`config.mk`:
```
export PLATFORM = sky130hd
export DESIGN_NAME = ws_ready_gen
export DESIGN_NICKNAME = d
export VERILOG_FILES = /design/src/rtl/ws_pkg.sv /design/src/rtl/ws_region_lookup.sv /design/src/rtl/ws_countdown.sv /design/src/rtl/ws_write_gate.sv /design/src/rtl/ws_ready_gen.sv
export SDC_FILE = /design/constraint.sdc
export NUM_CORES = 1
export LEC_CHECK = 0
export BUFFER_PORTS_ARGS = -buffer_cell sky130_fd_sc_hd__buf_2
export CORE_AREA = 2 2 39 41
export CTS_BUF_LIST = sky130_fd_sc_hd__clkbuf_2 sky130_fd_sc_hd__clkbuf_4 sky130_fd_sc_hd__clkbuf_8
export DETAILED_ROUTE_END_ITERATION = 12
export DIE_AREA = 0 0 41 43
export HOLD_SLACK_MARGIN = 0.06
export REMOVE_ABC_BUFFERS = 1
export SLEW_MARGIN = 20
export SYNTH_ARGS = -nofsm -noshare
export SYNTH_HDL_FRONTEND = slang
export SYNTH_SLANG_ARGS = --single-unit
```
`constraint.sdc`:
```
create_clock -name clk -period 6.15 [get_ports clk]
set_clock_uncertainty 0.05 [all_clocks]
set_input_delay 1.845 -clock clk [delete_from_list [all_inputs] [get_ports clk]]
set_output_delay 1.845 -clock clk [all_outputs]
set_load 0.05 [all_outputs]
```
`src/rtl/ws_pkg.sv`:
```
package ws_pkg;

    typedef enum logic [1:0] {
        ST_IDLE  = 2'd0,
        ST_STALL = 2'd1,
        ST_ERR   = 2'd2
    } ws_state_e;

endpackage

```
`src/rtl/ws_region_lookup.sv`:
```
module ws_region_lookup #(
    parameter int                    NREG       = 4,
    parameter int                    CW         = 3,
    parameter logic [NREG*CW-1:0]    WAIT_TABLE = '0,
    parameter logic [NREG-1:0]       RO_MASK    = '0
) (
    input  logic [NREG-1:0] sel,
    output logic [NREG-1:0] win_oh,
    output logic            hit,
    output logic [CW-1:0]   wait_n,
    output logic            ro
);

    // blocked[i] is high when a lower-numbered select is active
    logic [NREG:0] blocked;

    assign blocked[0] = 1'b0;

    generate
        for (genvar gi = 0; gi < NREG; gi++) begin : g_prio
            assign win_oh[gi]      = sel[gi] & ~blocked[gi];
            assign blocked[gi + 1] = blocked[gi] | sel[gi];
        end
    endgenerate

    assign hit = blocked[NREG];

    always_comb begin
        wait_n = '0;
        ro     = 1'b0;
        for (int i = 0; i < NREG; i++) begin
            if (win_oh[i]) begin
                wait_n = wait_n | WAIT_TABLE[i*CW +: CW];
                ro     = ro | RO_MASK[i];
            end
        end
    end

endmodule

```
`src/rtl/ws_countdown.sv`:
```
module ws_countdown #(
    parameter int CW = 3
) (
    input  logic          clk,
    input  logic          rst_n,
    input  logic          load,
    input  logic [CW-1:0] load_val,
    input  logic          dec,
    output logic [CW-1:0] cnt,
    output logic          last
);

    localparam logic [CW-1:0] ONE = CW'(1);

    always_ff @(posedge clk) begin
        if (!rst_n) begin
            cnt <= '0;
        end else if (load) begin
            cnt <= load_val;
        end else if (dec && cnt != '0) begin
            cnt <= cnt - ONE;
        end
    end

    assign last = (cnt == ONE);

    AST_CNT_LOAD: assert property (@(posedge clk) disable iff (!rst_n)
        load |=> (cnt == $past(load_val)));

    AST_CNT_STEP: assert property (@(posedge clk) disable iff (!rst_n)
        (!load && dec && cnt > ONE) |=> (cnt == $past(cnt) - ONE));

endmodule

```
`src/rtl/ws_write_gate.sv`:
```
module ws_write_gate #(
    parameter int              NREG    = 4,
    parameter logic [NREG-1:0] RO_MASK = '0
) (
    input  logic [NREG-1:0] win_oh,
    input  logic            rd,
    input  logic            wr,
    output logic [NREG-1:0] dev_we
);

    generate
        for (genvar gi = 0; gi < NREG; gi++) begin : g_gate
            if (RO_MASK[gi]) begin : g_ro
                assign dev_we[gi] = 1'b0;
            end else begin : g_rw
                assign dev_we[gi] = wr & ~rd & win_oh[gi];
            end
        end
    endgenerate

endmodule

```
`src/rtl/ws_ready_gen.sv`:
```
module ws_ready_gen #(
    parameter int                 NREG       = 4,
    parameter int                 CW         = 3,
    parameter logic [NREG*CW-1:0] WAIT_TABLE = {3'd5, 3'd2, 3'd1, 3'd0},
    parameter logic [NREG-1:0]    RO_MASK    = 4'b1000
) (
    input  logic            clk,
    input  logic            rst_n,
    input  logic            cyc_start,
    input  logic [NREG-1:0] rgn_sel,
    input  logic            rd,
    input  logic            wr,
    output logic            ready,
    output logic            ro_err,
    output logic [NREG-1:0] dev_we
);

    import ws_pkg::*;

    ws_state_e       state, state_nx;
    logic [NREG-1:0] win_oh;
    logic            hit;
    logic [CW-1:0]   wait_n;
    logic            ro;
    logic [CW-1:0]   cnt;
    logic            last;
    logic            start_ok;
    logic            ro_wr;
    logic            load;

    ws_region_lookup #(
        .NREG(NREG), .CW(CW), .WAIT_TABLE(WAIT_TABLE), .RO_MASK(RO_MASK)
    ) u_lookup (
        .sel(rgn_sel), .win_oh(win_oh), .hit(hit), .wait_n(wait_n), .ro(ro)
    );

    ws_write_gate #(
        .NREG(NREG), .RO_MASK(RO_MASK)
    ) u_gate (
        .win_oh(win_oh), .rd(rd), .wr(wr), .dev_we(dev_we)
    );

    ws_countdown #(
        .CW(CW)
    ) u_cnt (
        .clk(clk), .rst_n(rst_n), .load(load), .load_val(wait_n),
        .dec(state == ST_STALL), .cnt(cnt), .last(last)
    );

    assign start_ok = cyc_start & (rd ^ wr) & hit;
    assign ro_wr    = wr & ro;
    assign load     = (state == ST_IDLE) & start_ok & ~ro_wr & (wait_n != '0);

    // state register
    always_ff @(posedge clk) begin
        if (!rst_n) state <= ST_IDLE;
        else        state <= state_nx;
    end

    // next state
    always_comb begin
        state_nx = state;
        unique case (state)
            ST_IDLE: begin
                if (start_ok && ro_wr)                state_nx = ST_ERR;
                else if (start_ok && wait_n != '0)    state_nx = ST_STALL;
            end
            ST_STALL: begin
                if (last) state_nx = ST_IDLE;
            end
            ST_ERR:   state_nx = ST_IDLE;
            default:  state_nx = ST_IDLE;
        endcase
    end

    // outputs
    always_comb begin
        ready  = 1'b1;
        ro_err = 1'b0;
        unique case (state)
            ST_IDLE:  ;
            ST_STALL: ready  = 1'b0;
            ST_ERR:   ro_err = 1'b1;
            default:  ;
        endcase
    end

    AST_ZERO_WAIT_READY: assert property (@(posedge clk) disable iff (!rst_n)
        (state == ST_IDLE && start_ok && !ro_wr && wait_n == '0) |=> ready);

    AST_STALL_ENTRY: assert property (@(posedge clk) disable iff (!rst_n)
        load |=> !ready);

    AST_STALL_RELEASE: assert property (@(posedge clk) disable iff (!rst_n)
        (!ready && last) |=> ready);

    AST_STALL_HOLD: assert property (@(posedge clk) disable iff (!rst_n)
        (!ready && !last) |=> !ready);

    AST_RO_WRITE_ERR: assert property (@(posedge clk) disable iff (!rst_n)
        (state == ST_IDLE && start_ok && ro_wr) |=> (ro_err && ready));

    AST_ERR_SINGLE: assert property (@(posedge clk) disable iff (!rst_n)
        ro_err |=> !ro_err);

endmodule

```
# [After elaboration in Yosys (flattened, before gate mapping)]
# Cells that the tools add are included.
[word_totals] ff_bits=5 out_inout_bits=6 elab_cells=50
[op_classes] addsub=1 n_eq_ne=5 muxes=12 n_bitwise=22 reduce_logical=8
[ops] operator="bitwise AND 1 bit" n=13
[ops] operator="2-to-1 mux 3 bit" n=3
[ops] operator="2-to-1 mux 2 bit" n=4
[ops] operator="nonzero test 3 bit" n=2
[ops] operator="inverter 1 bit" n=5
[ops] operator="2-to-1 mux 1 bit" n=4
[ops] operator="one-hot mux 2 bit (2 select lines)" n=1
[ops] operator="equality test 3 x 1 -> 1 bit (second input constant)" n=1
[ops] operator="logical AND 1 bit" n=3
[ops] operator="inequality test 3 x 1 -> 1 bit (second input constant)" n=1
[ops] operator="bitwise OR 1 bit" n=3
[ops] operator="subtractor 3 x 1 -> 3 bit (second input constant)" n=1
[ops] operator="equality test 2 x 1 -> 1 bit (second input constant)" n=1
[ops] operator="equality test 2 bit (second input constant)" n=1
[ops] operator="zero test 2 bit" n=1
[ops] operator="inequality test 2 bit (second input constant)" n=1
[ops] operator="AND reduction 2 bit" n=1
[ops] operator="nonzero test 2 bit" n=1
[ops] operator="XOR 1 bit" n=1

# [Longest topological paths before layout]
[depth] depth_word=10 depth_mapped=6 mapped_depth_nobuf=6

# [Modules after synthesis]
# Synthesis repeated with hierarchy kept, for this count alone.
[hier_totals] cells_unflattened=56 area_unflattened_um2=457.9
[by_module_without_submodules] module="ws_countdown" n_inst=1 cells_each=26 area_each_um2=221.5 seq_area_each_um2=60.1
[by_module_without_submodules] module="ws_ready_gen" n_inst=1 cells_each=14 area_each_um2=126.4 seq_area_each_um2=40.0
[by_module_without_submodules] module="ws_region_lookup" n_inst=1 cells_each=11 area_each_um2=72.6 seq_area_each_um2=0.0
[by_module_without_submodules] module="ws_write_gate" n_inst=1 cells_each=5 area_each_um2=37.5 seq_area_each_um2=0.0

# [Least setup slack after synthesis]
# OpenSTA, ideal clock, no wires.
[synth_timing] path_kind="in2out" startpoint="in rd" endpoint="out dev_we[2]" arrival_ps=3591 required_time_ps=4255 path_slack_ps=664 path_stages=3 cell_sequence="inv_1 -> ha_1 -> nor4bb_1"
[synth_between] elab_chain_len=3
[synth_lines] element="start: declaration" line_no="ws_ready_gen.sv:11" source="input logic rd,"
[synth_lines] element="inverter 1 bit" line_no="ws_write_gate.sv:16" source="assign dev_we[gi] = wr & ~rd & win_oh[gi];"
[synth_lines] element="bitwise AND 1 bit (2 in a row)" line_no="ws_write_gate.sv:16"
[synth_lines] element="end: declaration" line_no="ws_ready_gen.sv:15" source="output logic [NREG-1:0] dev_we"
# Every way passes these cells.

# [Worst setup path in the final report]
# Ends and elaborated chain as after synthesis.

==> summary.md <==
| Metric | Value |
|---|---|
| Result of the run | complete, no violations |
| Wirelength per Cell | 9.50 microns |
| Antenna-violating nets left | 0 |
| Most frequent cell on the critical path | sky130_fd_sc_hd__buf_2 |
| Routed wire length | about 740 microns |
| Netlist area before placement | 370 sq um |
| Number of antenna violations at the first check in global routing | 0 |
| Routed length on met3 | 46 microns |
| Synth unique cells | 25 |
| Standard-cell rows | 14 |
| Clock tree from TritonCTS | yes |
| Placeable core area | roughly 1400 sq um |
| Most area-consuming cells after synthesis | sky130_fd_sc_hd__dfxtp_1 (27%), sky130_fd_sc_hd__ha_1 (14%), sky130_fd_sc_hd__o21ai_0 (5.4%) |
| Clock latency on the worst-skew pair | 0.23 ns |
| Cts repair resizes | 0 |
| Vias in the first global route | 343 |
| List of cells traversed by the critical path | buf_2, inv_1, ha_1, nor4bb_1, buf_2 |
| Post-synth top area share | 0.270 |
| Final sum of negative setup slack | 0 ns |
| Total via count after detailed routing | approximately 360 |
| Arrival time at the worst endpoint | 2.70 ns |
| Setup bufs post-CTS | 0 |
| Half-perimeter wire length of the detailed placement result | 626 microns |
| Growth of design area from synthesis to finish | 29.1% |
| Number of buffers inserted during clock tree synthesis | 3 |
| Hold worst-path end | u_cnt.cnt[2] |
| DR WL met2 | 364 microns |
| Design Area, Final | 478 sq um |
| Hold path startpoint | u_cnt.cnt[2] |
| Worst R2R End | u_cnt.cnt[0] |
| Height of the die | 43 microns |
| Slack of the worst reg-to-reg path | 4.22 ns |
| Topmost layer with routed signal wires | met3 |
| Clock root cell | sky130_fd_sc_hd__clkbuf_4 |
| Initial DRT Pass Iterations | 4 |
| Max-capacitance violation count | 0 |
| Total chip power | 98.4 uW |
| Required time reported for the critical path endpoint | 4.26 ns |
| Global-route congestion overflow total | 0 |
| Worst hold path depth | 2 |
| Clock sink count | 5 |
| Final Hold Vio Count | 0 |
| Met1 Routed Length | 330 microns |
| Worst R2R Start | state[0] |
| Layout cells sized above 1 | 0.274 |
| Final estimated routing congestion in global placement | 0.672 |
| Diode count | 0 |
| R2R depth | 4 |
| Via/cell ratio | ~4.6 |
| Post-Syn Instances | 46 |
| Pin count of the biggest net entering global routing | 6 |
| Max Buffers Root-to-Sink | 2 |
| Sequential-to-total area share from yosys stat | 0.270 |
| Setup-failing EPs final | 0 |
| CTS Hold Buffers Added | 0 |
| Cell area after placement | 448 sq um |
| Largest stage delay on the critical path | 0.30 ns |
| Starting Density | 0.268 |
| Mapped Avg Cell Area | 8.05 sq um |
| Worst path slowest cell | sky130_fd_sc_hd__buf_2 |
| Fill count | 153 |
| Startpoint types | input port |
| Worst hold margin | ~0.54 ns |
| Final layout net count | 76 |
| Max Clk Rate | 0.218 GHz |
| CTS HTree Levels | 1 |
| Highest net fanout along the worst path | 3 |
| Total global routing track utilization | 0.103 |
| Die span in x | 41 microns |
| Ratio of total power to cell area | 206 nW/um^2 |
| Hold crit path type | reg2reg |
| CTS clk-pin slew, worst paths | about 0.040 ns |
| Utilization of the core after routing | 0.345 |
| Iteration-0 DRC Markers | 4 |
| Post-synthesis sequential element count | 5 |
| Worst-case vdd ir drop | between 70 and 80 uV |
| Type of destination of the critical path | output pin |
| Yosys warnings | 0 |
| # IOs | 15 |
| Classification of the worst setup path | in2out |
| Die Area | ~1800 sq um |
| Post-route fraction of the period consumed by the critical path | 0.747 |
| Total of buffers placed on input and output ports | 13 |
| Post-route minimum period | 4.59 ns |
| First-pass GRT wire length | roughly 1200 microns |
| Residual DRC count | 0 |
| Leakage power figure | 0.000237 uW |
| Number of pins with negative max-slew slack in the final report | 0 |
| Dominant cell type by area after synthesis | sky130_fd_sc_hd__dfxtp_1 |
| Setup repair after global routing missed its margin | false |
-- how the worst max path moves through the flow --
stage / startpoint / to
floorplan: rd / dev_we[2]
global placement: rd / dev_we[2]
detailed placement: rd / dev_we[2]
CTS: rd / dev_we[2]
global route: rd / dev_we[2]
finish: rd / dev_we[2]
-- layer usage --
layer	GRT usage	vias to the layer above
met5	0	-
met4	0.0800	0
met3	0.0209	0
met2	0.150	14
met1	0.125	153
li1	-	188
-- synth_stat cells --
| cell | number |
|---|---|
| sky130_fd_sc_hd__nor3_1 | 1 |
| sky130_fd_sc_hd__nand2_1 | 1 |
| sky130_fd_sc_hd__nor2_1 | 3 |
| sky130_fd_sc_hd__a21oi_1 | 2 |
| sky130_fd_sc_hd__nor4bb_1 | 1 |
| sky130_fd_sc_hd__a21boi_0 | 1 |
| sky130_fd_sc_hd__o21ai_0 | 4 |
| sky130_fd_sc_hd__nand3_1 | 2 |
| sky130_fd_sc_hd__a211o_1 | 1 |
| sky130_fd_sc_hd__ha_1 | 4 |
| sky130_fd_sc_hd__dfxtp_1 | 5 |
| sky130_fd_sc_hd__and3_1 | 1 |
| sky130_fd_sc_hd__and3b_1 | 1 |
| sky130_fd_sc_hd__conb_1 | 1 |
| sky130_fd_sc_hd__or4b_1 | 2 |
| sky130_fd_sc_hd__and2b_1 | 1 |
| sky130_fd_sc_hd__inv_1 | 5 |
| sky130_fd_sc_hd__a21boi_1 | 1 |
| sky130_fd_sc_hd__mux2i_1 | 1 |
| sky130_fd_sc_hd__nand2b_1 | 2 |
| sky130_fd_sc_hd__and2_1 | 1 |
| sky130_fd_sc_hd__nor2b_1 | 2 |
| sky130_fd_sc_hd__or2_1 | 1 |
| sky130_fd_sc_hd__buf_4 | 1 |
| sky130_fd_sc_hd__nand4_1 | 1 |
-- state kept, by name, summed over array words and instances (netlist names) --
signal	flops
state	2
u_cnt.cnt	3
-- through the flow --
| step | std cells | setup WS, ns |
|---|---|---|
| 6_report | 78 | 1.56 |
| 5_1_grt | 78 | 1.44 |
| 4_1_cts | 78 | 1.55 |
| 3_5_place_dp | 74 | 1.55 |
| 3_3_place_gp | 74 | 1.57 |
| 2_1_floorplan | 45 | 0.664 |
-- kinds of logic after synthesis --
logic type | after synthesis | share of synthesized area
AOI/OAI and AO/OA | 9 | 0.145
adders and majority gates | 4 | 0.135
buffers and inverters | 6 | 0.0710
DFF | 5 | 0.270
muxes | 1 | 0.0270
other | 1 | 0.0101
and+or+nand+nor | 20 | 0.341
-- final cells by class --
cell class	count	area, sq um	area share
Tap cell	16	20.0	0.0419
Timing Repair Buffer	13	65.1	0.136
Clock buffer	4	30.0	0.0628
Sequential cell	5	100	0.209
Inverter	5	18.8	0.0393
Multi-Input combinational cell	35	244	0.510
-- power breakdown --
part / leakage (uW) / switching, uW / internal, uW
Sequential: 0.0000406 / 1.12 / 34.2
Clock: 0.0000184 / 12.4 / 28.9
Combinational: 0.000178 / 13.4 / 8.45
-- worst max-delay path: cells and delay by family --
kind	cells	cell delay (ns)
simple gates	1	0.25
buf+inv	3	0.44
fa+ha+maj	1	0.16
-- cell usage in the layout (no fill, tap or decap) --
cell type and count:
sky130_fd_sc_hd__nand4_1 1, sky130_fd_sc_hd__nand3_1 2, sky130_fd_sc_hd__mux2i_1 1, sky130_fd_sc_hd__or2_1 1, sky130_fd_sc_hd__and3b_1 1, sky130_fd_sc_hd__or4b_1 2
sky130_fd_sc_hd__a21oi_1 2, sky130_fd_sc_hd__buf_2 13, sky130_fd_sc_hd__nand2b_1 2, sky130_fd_sc_hd__a21boi_1 1, sky130_fd_sc_hd__nor2b_1 2, sky130_fd_sc_hd__o21ai_0 4
sky130_fd_sc_hd__and2_1 1, sky130_fd_sc_hd__nand2_1 1, sky130_fd_sc_hd__nor2_1 3, sky130_fd_sc_hd__nor3_1 1, sky130_fd_sc_hd__and3_1 1, sky130_fd_sc_hd__conb_1 1
sky130_fd_sc_hd__ha_1 4, sky130_fd_sc_hd__a211o_1 1, sky130_fd_sc_hd__and2b_1 1, sky130_fd_sc_hd__a21boi_0 1, sky130_fd_sc_hd__inv_1 5, sky130_fd_sc_hd__nor4bb_1 1
sky130_fd_sc_hd__dfxtp_1 5, sky130_fd_sc_hd__clkbuf_4 4
(Power assumes the default switching activity.)
